===== src/rtl/trp_pkg.sv =====
package trp_pkg;

   localparam int PRIV_W = 2;

   localparam logic [PRIV_W-1:0] PRIV_USER  = 2'b00;
   localparam logic [PRIV_W-1:0] PRIV_SUPER = 2'b01;
   localparam logic [PRIV_W-1:0] PRIV_MACH  = 2'b11;

   typedef enum logic {
      RET_SUPER = 1'b0,
      RET_MACH  = 1'b1
   } ret_kind_e;

   typedef struct packed {
      logic              sie;
      logic              spie;
      logic              spp;
      logic              mie;
      logic              mpie;
      logic [PRIV_W-1:0] mpp;
   } ie_stack_t;

   // alignment check variants
   localparam int ALIGN_RUNTIME   = 0;
   localparam int ALIGN_ALWAYS_C  = 1;
   localparam int ALIGN_NEVER_C   = 2;

endpackage


===== src/rtl/trp_perm_check.sv =====
module trp_perm_check
   import trp_pkg::*;
(
   input  ret_kind_e         kind_i,
   input  logic [PRIV_W-1:0] priv_i,
   input  logic              tsr_i,
   output logic              priv_fault_o,
   output logic              tsr_fault_o
);

   always_comb begin
      priv_fault_o = 1'b0;
      tsr_fault_o  = 1'b0;
      if (kind_i == RET_SUPER) begin
         priv_fault_o = (priv_i < PRIV_SUPER);
         tsr_fault_o  = tsr_i && (priv_i != PRIV_MACH);
      end else begin
         priv_fault_o = (priv_i != PRIV_MACH);
      end
   end

endmodule


===== src/rtl/trp_align_check.sv =====
module trp_align_check #(
   parameter int XLEN       = 32,
   parameter int ALIGN_MODE = 0
) (
   input  logic [XLEN-1:0] pc_i,
   input  logic            compressed_en_i,
   output logic            misalign_o
);
   import trp_pkg::*;

   localparam int LOW_BITS = 2;

   if (XLEN <= LOW_BITS) begin : g_bad_xlen
      $error("trp_align_check: XLEN must exceed the checked low bits");
   end

   logic low_set;
   assign low_set = |pc_i[LOW_BITS-1:0];

   if (ALIGN_MODE == ALIGN_RUNTIME) begin : g_runtime
      assign misalign_o = !compressed_en_i && low_set;
   end else if (ALIGN_MODE == ALIGN_ALWAYS_C) begin : g_always_c
      logic unused_ok;
      assign unused_ok  = compressed_en_i ^ low_set;
      assign misalign_o = 1'b0;
   end else if (ALIGN_MODE == ALIGN_NEVER_C) begin : g_never_c
      logic unused_ok;
      assign unused_ok  = compressed_en_i;
      assign misalign_o = low_set;
   end else begin : g_bad_mode
      $error("trp_align_check: unknown ALIGN_MODE");
   end

endmodule


===== src/rtl/trp_stack_pop.sv =====
module trp_stack_pop
   import trp_pkg::*;
#(
   parameter int XLEN = 32
) (
   input  ret_kind_e         kind_i,
   input  ie_stack_t         stk_i,
   input  logic [XLEN-1:0]   sepc_i,
   input  logic [XLEN-1:0]   mepc_i,
   output ie_stack_t         stk_o,
   output logic [XLEN-1:0]   pc_o,
   output logic [PRIV_W-1:0] priv_o
);

   always_comb begin
      stk_o = stk_i;
      if (kind_i == RET_SUPER) begin
         stk_o.sie  = stk_i.spie;
         stk_o.spie = 1'b1;
         stk_o.spp  = 1'b0;
         priv_o     = stk_i.spp ? PRIV_SUPER : PRIV_USER;
         pc_o       = sepc_i;
      end else begin
         stk_o.mie  = stk_i.mpie;
         stk_o.mpie = 1'b1;
         stk_o.mpp  = PRIV_USER;
         priv_o     = stk_i.mpp;
         pc_o       = mepc_i;
      end
   end

endmodule


===== src/rtl/trap_return_unit.sv =====
module trap_return_unit
   import trp_pkg::*;
#(
   parameter int          XLEN          = 32,
   parameter int          CAUSE_W       = 4,
   parameter int          ALIGN_MODE    = ALIGN_RUNTIME,
   parameter int unsigned ILLEGAL_CAUSE = 2,
   parameter int unsigned MISALN_CAUSE  = 0
) (
   input  logic               clk_i,
   input  logic               rst_ni,
   input  logic               req_valid_i,
   input  logic               ret_kind_i,
   input  logic [1:0]         cur_priv_i,
   input  logic               compressed_en_i,
   input  logic               tsr_i,
   input  logic               sie_i,
   input  logic               spie_i,
   input  logic               spp_i,
   input  logic               mie_i,
   input  logic               mpie_i,
   input  logic [1:0]         mpp_i,
   input  logic [XLEN-1:0]    sepc_i,
   input  logic [XLEN-1:0]    mepc_i,
   output logic               rsp_valid_o,
   output logic               fault_o,
   output logic [CAUSE_W-1:0] cause_o,
   output logic [XLEN-1:0]    ret_pc_o,
   output logic [1:0]         new_priv_o,
   output logic               sie_o,
   output logic               spie_o,
   output logic               spp_o,
   output logic               mie_o,
   output logic               mpie_o,
   output logic [1:0]         mpp_o
);

   localparam int CAUSE_LIMIT = 1 << CAUSE_W;

   if (XLEN < 8) begin : g_bad_xlen
      $error("trap_return_unit: XLEN too small");
   end
   if (CAUSE_W < 1 || ILLEGAL_CAUSE >= CAUSE_LIMIT || MISALN_CAUSE >= CAUSE_LIMIT) begin : g_bad_cause
      $error("trap_return_unit: cause codes do not fit CAUSE_W");
   end
   if (ILLEGAL_CAUSE == MISALN_CAUSE) begin : g_same_cause
      $error("trap_return_unit: cause codes must differ");
   end

   localparam logic [CAUSE_W-1:0] ILL_C = CAUSE_W'(ILLEGAL_CAUSE);
   localparam logic [CAUSE_W-1:0] MIS_C = CAUSE_W'(MISALN_CAUSE);

   ret_kind_e kind;
   ie_stack_t stk_in, stk_pop;
   logic [XLEN-1:0]   sel_pc, pop_pc;
   logic [PRIV_W-1:0] pop_priv;
   logic priv_fault, tsr_fault, misalign;

   assign kind   = ret_kind_e'(ret_kind_i);
   assign stk_in = '{sie: sie_i, spie: spie_i, spp: spp_i,
                     mie: mie_i, mpie: mpie_i, mpp: mpp_i};
   assign sel_pc = (kind == RET_MACH) ? mepc_i : sepc_i;

   trp_perm_check u_perm (
      .kind_i       (kind),
      .priv_i       (cur_priv_i),
      .tsr_i        (tsr_i),
      .priv_fault_o (priv_fault),
      .tsr_fault_o  (tsr_fault)
   );

   trp_align_check #(.XLEN(XLEN), .ALIGN_MODE(ALIGN_MODE)) u_align (
      .pc_i            (sel_pc),
      .compressed_en_i (compressed_en_i),
      .misalign_o      (misalign)
   );

   trp_stack_pop #(.XLEN(XLEN)) u_pop (
      .kind_i (kind),
      .stk_i  (stk_in),
      .sepc_i (sepc_i),
      .mepc_i (mepc_i),
      .stk_o  (stk_pop),
      .pc_o   (pop_pc),
      .priv_o (pop_priv)
   );

   // priority resolve: privilege, then alignment, then TSR
   logic               nxt_fault;
   logic [CAUSE_W-1:0] nxt_cause;
   always_comb begin
      nxt_fault = 1'b1;
      nxt_cause = '0;
      if (priv_fault)     nxt_cause = ILL_C;
      else if (misalign)  nxt_cause = MIS_C;
      else if (tsr_fault) nxt_cause = ILL_C;
      else                nxt_fault = 1'b0;
   end

   ie_stack_t stk_q;
   always_ff @(posedge clk_i) begin
      if (!rst_ni) begin
         rsp_valid_o <= 1'b0;
         fault_o     <= 1'b0;
         cause_o     <= '0;
         ret_pc_o    <= '0;
         new_priv_o  <= PRIV_MACH;
         stk_q       <= '0;
      end else begin
         rsp_valid_o <= req_valid_i;
         if (req_valid_i) begin
            fault_o    <= nxt_fault;
            cause_o    <= nxt_cause;
            ret_pc_o   <= nxt_fault ? '0 : pop_pc;
            new_priv_o <= nxt_fault ? cur_priv_i : pop_priv;
            stk_q      <= nxt_fault ? stk_in : stk_pop;
         end
      end
   end

   assign sie_o  = stk_q.sie;
   assign spie_o = stk_q.spie;
   assign spp_o  = stk_q.spp;
   assign mie_o  = stk_q.mie;
   assign mpie_o = stk_q.mpie;
   assign mpp_o  = stk_q.mpp;

   // ---------------- assertions ----------------
   assert_valid_follows_R9: assert property (@(posedge clk_i) disable iff (!rst_ni)
      req_valid_i |=> rsp_valid_o);
   assert_valid_idle_R9: assert property (@(posedge clk_i) disable iff (!rst_ni)
      !req_valid_i |=> !rsp_valid_o);
   assert_sret_low_priv_R1: assert property (@(posedge clk_i) disable iff (!rst_ni)
      (req_valid_i && !ret_kind_i && cur_priv_i == PRIV_USER)
      |=> (fault_o && cause_o == ILL_C));
   assert_mret_low_priv_R2: assert property (@(posedge clk_i) disable iff (!rst_ni)
      (req_valid_i && ret_kind_i && cur_priv_i != PRIV_MACH)
      |=> (fault_o && cause_o == ILL_C));
   assert_c_relaxes_align_R3: assert property (@(posedge clk_i) disable iff (!rst_ni)
      (req_valid_i && compressed_en_i && ALIGN_MODE == ALIGN_RUNTIME)
      |=> !(fault_o && cause_o == MIS_C));
   assert_fault_holds_status_R7: assert property (@(posedge clk_i) disable iff (!rst_ni)
      (req_valid_i ##1 fault_o)
      |-> (sie_o == $past(sie_i) && spie_o == $past(spie_i) && spp_o == $past(spp_i)
           && mie_o == $past(mie_i) && mpie_o == $past(mpie_i) && mpp_o == $past(mpp_i)
           && new_priv_o == $past(cur_priv_i)));
   assert_sret_pop_R5: assert property (@(posedge clk_i) disable iff (!rst_ni)
      (req_valid_i && !ret_kind_i ##1 !fault_o)
      |-> (spie_o && !spp_o && sie_o == $past(spie_i) && ret_pc_o == $past(sepc_i)));
   assert_mret_pop_R6: assert property (@(posedge clk_i) disable iff (!rst_ni)
      (req_valid_i && ret_kind_i ##1 !fault_o)
      |-> (mpie_o && mpp_o == PRIV_USER && new_priv_o == $past(mpp_i)
           && ret_pc_o == $past(mepc_i)));

endmodule


===== config.mk =====
export PLATFORM = sky130hd
export DESIGN_NAME = trap_return_unit
export DESIGN_NICKNAME = d
export VERILOG_FILES = /design/src/rtl/trp_pkg.sv /design/src/rtl/trp_perm_check.sv /design/src/rtl/trp_align_check.sv /design/src/rtl/trp_stack_pop.sv /design/src/rtl/trap_return_unit.sv
export SDC_FILE = /design/constraint.sdc
export NUM_CORES = 1
export LEC_CHECK = 0
export ABC_AREA = 1
export CORE_UTILIZATION = 38
export DETAILED_ROUTE_END_ITERATION = 6
export PLACE_DENSITY = 0.84
export SLEW_MARGIN = 0
export SYNTH_ARGS = -nofsm -noshare
export SYNTH_HDL_FRONTEND = slang
export SYNTH_SLANG_ARGS = --single-unit

===== constraint.sdc =====
create_clock -name clk_i -period 1.45 [get_ports clk_i]
set_clock_uncertainty 0.1 [all_clocks]
set_input_delay 0.29 -clock clk_i [delete_from_list [all_inputs] [get_ports clk_i]]
set_output_delay 0.29 -clock clk_i [all_outputs]
set_load 0.02 [all_outputs]

==> impl_metrics.py, run 1 <==
metrics = {
    "route": {
        "drt_drc_violations_left": 0,
        "dr_wl_met3_um": 414,
        "final_antenna_net_count": 0,
        "via_total_after_detailed_routing": 2605,
        "dr.pass1.iters": 5,
        "drt-total-wl_mm": 6.84,
        "wl_met2_mm": 3.32,
        "topRoutingLayerUsed": "met4",
        "post_drt_via_cell_ratio": 4.73,
        "detail_route.wirelength.met1_mm": 2.94,
        "post_drt_wl_per_cell_um": 12.4,
        "dr.first_iter.drc_count": 89,
    },
    "floorplan": {
        "design.core.area_um2": 5570,
        "dieArea_um2": 6150,
        "num_io_pins": 126,
        "dieHeight_um": 78.4,
        "chipWidth_um": 78.4,
        "rows": 27,
        "initial_utilization_pct": 39.8,
    },
    "worst_setup_path": {
        "timing.critical_path.arrival_ps": 1540,
        "path_cells": "clkdlybuf4s50_1 > inv_1 > nand3_1 > nand2_4 > nand2_4 > inv_8 > clkbuf_16 > nand2_1 > a21oi_1",
        "worst_ep_required_time_ps": 1580,
        "worst-path-max-fanout": 6,
        "end_kind": "flop",
        "reg2reg_setup_slack_ps": 600,
        "worst_r2r_endpoint": "new_priv_o[1]",
        "critPathMostFrequentCell": "sky130_fd_sc_hd__nand2_4",
        "timing.critical_path.max_delay_family": "buffers and inverters",
        "reg2regPathDepth": 2,
        "setup.worst_path.class": "input port to flop",
        "timing.critical_path.slowest_cell_delay_ps": 420,
        "timing.critical_path.slowest_stage_cell": "sky130_fd_sc_hd__clkdlybuf4s50_1",
        "critical_path.startpoint_type": "input port",
        "critical_path.reg2reg.startpoint": "new_priv_o[1]",
        "worstPathBufferInverterCount": 4,
    },
    "logic_synthesis": {
        "complex_gate_fraction_of_the_synthesized_area_pct": 11.2,
        "synth_top_family_by_area": "simple AND/OR/NAND/NOR gates",
        "yosys.area_share.xor_xnor_pct": 0,
        "synth.distinct_cells": 21,
        "dominantRegCellSynth": "sky130_fd_sc_hd__dfxtp_1",
        "muxShareOfSynthArea_pct": 0,
        "post_synth_instance_area_um2": 2220,
        "fraction_of_the_yosys_area_taken_by_sequential_cells_pct": 39.7,
        "synth.ff_latch_count": 44,
        "synth_simple_gate_area_share_pct": 38.6,
        "synth_enable_flop_cells": 0,
        "synth_fa_ha_area_share_pct": 0,
        "synthArstFlopShare_pct": 0,
        "synthesis.area_per_instance_um2": 6.59,
        "post_synth_inst_count": 337,
        "synthesis.yosys.warnings": 0,
    },
    "cells_and_area": {
        "multiInputGateArea_um2": 1170,
        "layout.area.seq_um2": 881,
        "most-common-layout-cells": "156 x sky130_fd_sc_hd__nand2_1, 69 x sky130_fd_sc_hd__clkdlybuf4s50_1, 47 x sky130_fd_sc_hd__dlygate4sd2_1",
        "fin_nets": 558,
        "synthToLayoutAreaGrowth_pct": 72.9,
        "layout-drive-gt1-share_pct": 15.4,
        "layout.cell_area.non_filler_um2": 3840,
        "most_common_cell_after_layout_fill_and_taps_aside": "sky130_fd_sc_hd__nand2_1",
        "insertedDiodeCount": 0,
        "n_fill_cell": 489,
    },
    "power": {
        "leakage_nw": 2.02,
        "power_per_cell_area_nw_per_um2": 745,
        "power.total_mw": 2.86,
        "peak_vdd_ir_mv": 0.428,
    },
    "sta": {
        "hold_viol_final": 0,
        "whs_ps": 299,
        "setup-tns-final_ps": 0,
        "min_period_ps": 1410,
        "final-max-slew-violation-count": 0,
        "finalCritPeriodShare_pct": 97.6,
        "timing.fmax_mhz": 707,
        "setup_failing_eps_final": 0,
    },
    "cts": {
        "cts_max_path_buffers": 2,
        "clock_latency_ps": 290,
        "numClockSinks": 44,
        "tritoncts.num_buffers": 5,
        "clk_pin_slew_worst_paths_ps": 70,
        "cts_tree": "yes",
        "ctsHtreeMaxLevel": 2,
        "cts.hold.buffers_added": 0,
        "clock-root-buffer": "sky130_fd_sc_hd__clkbuf_8",
    },
    "grt": {
        "number_of_antenna_violations_at_the_first_check_in_global_routing": 0,
        "first_global_vias": 2563,
        "grt_max_degree": 31,
        "grt_pass1_wl_mm": 11.0,
        "grt_overflow": 0,
        "total_routing_usage_reported_by_global_routing_pct": 22.6,
    },
    "hold_path": {
        "min_from": "mepc_i[1]",
        "hold-path-cell-count": 5,
        "worst_hold_path.endpoint": "ret_pc_o[1]",
        "hold_class": "input port to flop",
    },
    "place": {
        "placement.io_buffers": 122,
        "placement.cell_area_um2": 3630,
        "placer_congestion": 0.756,
        "hpwl_mm": 5.03,
    },
    "job": {
        "max_cap_violations": 0,
    },
    "run_status": {
        "outcome": "completed",
    },
}
==> logic make-up (layout without fill, tap and decap cells) <==
group                  Yosys count  count (layout)
other                            1               3
buffers and inverters           46             186
AOI/OAI and AO/OA               48              48
DFF                             44              44
and+or+nand+nor                198             198
==> cell type report <==
type	count	share of cell area, %
clock inverter	1	0.130
timing repair buffer	156	39.5
inverter	23	2.64
tap	72	2.35
multi-input combinational	249	30.6
clock buffer	6	1.89
sequential	44	23.0
==> power by group <==
group / internal [mW] / total (mW) / switching (mW)
clock network: 0.327 / 0.710 / 0.382
logic: 0.431 / 0.845 / 0.414
registers: 1.27 / 1.30 / 0.0299
==> per-stage QoR <==
| stage | utilization, % | setup slack [ps] | cells |
|---|---|---|---|
| global placement | 65.1 | -398 | 537 |
| floorplan | - | 73.1 | 339 |
| finish | 68.8 | 35.2 | 551 |
| detailed placement | 65.1 | -442 | 537 |
| global route | 68.8 | -4.79 | 551 |
| CTS | 66.0 | 6.64 | 547 |
==> worst max-delay path by stage <==
stage | slack (ps) | start | to | cells after the start
6_report | 40 | tsr_i | ret_pc_o[20] | 9
5_1_grt | -5 | tsr_i | new_priv_o[0] | 10
4_1_cts | 7 | sepc_i[0] | new_priv_o[1] | 11
3_5_place_dp | -440 | ret_kind_i | ret_pc_o[11] | 11
3_3_place_gp | -400 | ret_kind_i | ret_pc_o[0] | 10
2_1_floorplan | 70 | ret_kind_i | ret_pc_o[4] | 12
==> state kept, by name (all words and copies together), names as in the netlist <==
register     flops
ret_pc_o        32
spp_o            1
rsp_valid_o      1
mpp_o            2
mie_o            1
fault_o          1
mpie_o           1
new_priv_o       2
sie_o            1
cause_o          1
spie_o           1
==> routing by layer <==
| layer | vias to the layer above | track usage (%) |
|---|---|---|
| li1 | 1334 | - |
| met2 | 90 | 40.7 |
| met4 | 0 | 8.89 |
| met1 | 1168 | 25.0 |
| met5 | - | 0 |
| met3 | 13 | 6.16 |
==> tightest hold or removal path: cells and delay by family <==
family,cells,cell delay (ps)
AOI/OAI and AO/OA,1,70
buffers and inverters,2,170
and+or+nand+nor,2,120
==> what timing repair did <==
item,4_1_cts,5_1_grt
pin swaps,4,11
hold endpoints to repair,0,0
buffers inserted,2,1
cloned,1,3
setup endpoints to repair,86,29
resized for setup,50,31
==> cells in the mapped netlist (3+ instances only) <==
cell type / number / area, um2
sky130_fd_sc_hd__nand2_1: 163 / 612
sky130_fd_sc_hd__dfxtp_1: 44 / 881
sky130_fd_sc_hd__o21ai_0: 26 / 130
sky130_fd_sc_hd__inv_1: 21 / 78.8
sky130_fd_sc_hd__a21oi_1: 18 / 90.1
sky130_fd_sc_hd__clkbuf_1: 15 / 56.3
sky130_fd_sc_hd__nand3_1: 12 / 60.1
sky130_fd_sc_hd__nand3_2: 10 / 100
sky130_fd_sc_hd__buf_4: 5 / 37.5
sky130_fd_sc_hd__nand2_2: 4 / 25.0
sky130_fd_sc_hd__nand4_1: 4 / 25.0
sky130_fd_sc_hd__nor2_1: 3 / 11.3
Note: power is estimated with default switching activity, not from simulation.
==> inputs of run 2 (changes only) <==
--- a/config.mk
+++ b/config.mk
@@ -7,6 +7,7 @@
 export LEC_CHECK = 0
 export ABC_AREA = 1
 export CORE_UTILIZATION = 38
+export CTS_CLUSTER_SIZE = 20
 export DETAILED_ROUTE_END_ITERATION = 6
 export PLACE_DENSITY = 0.84
 export SLEW_MARGIN = 0
==> results of run 2 <==
The final DEF is identical to that of run 1; final timing and power are the same.
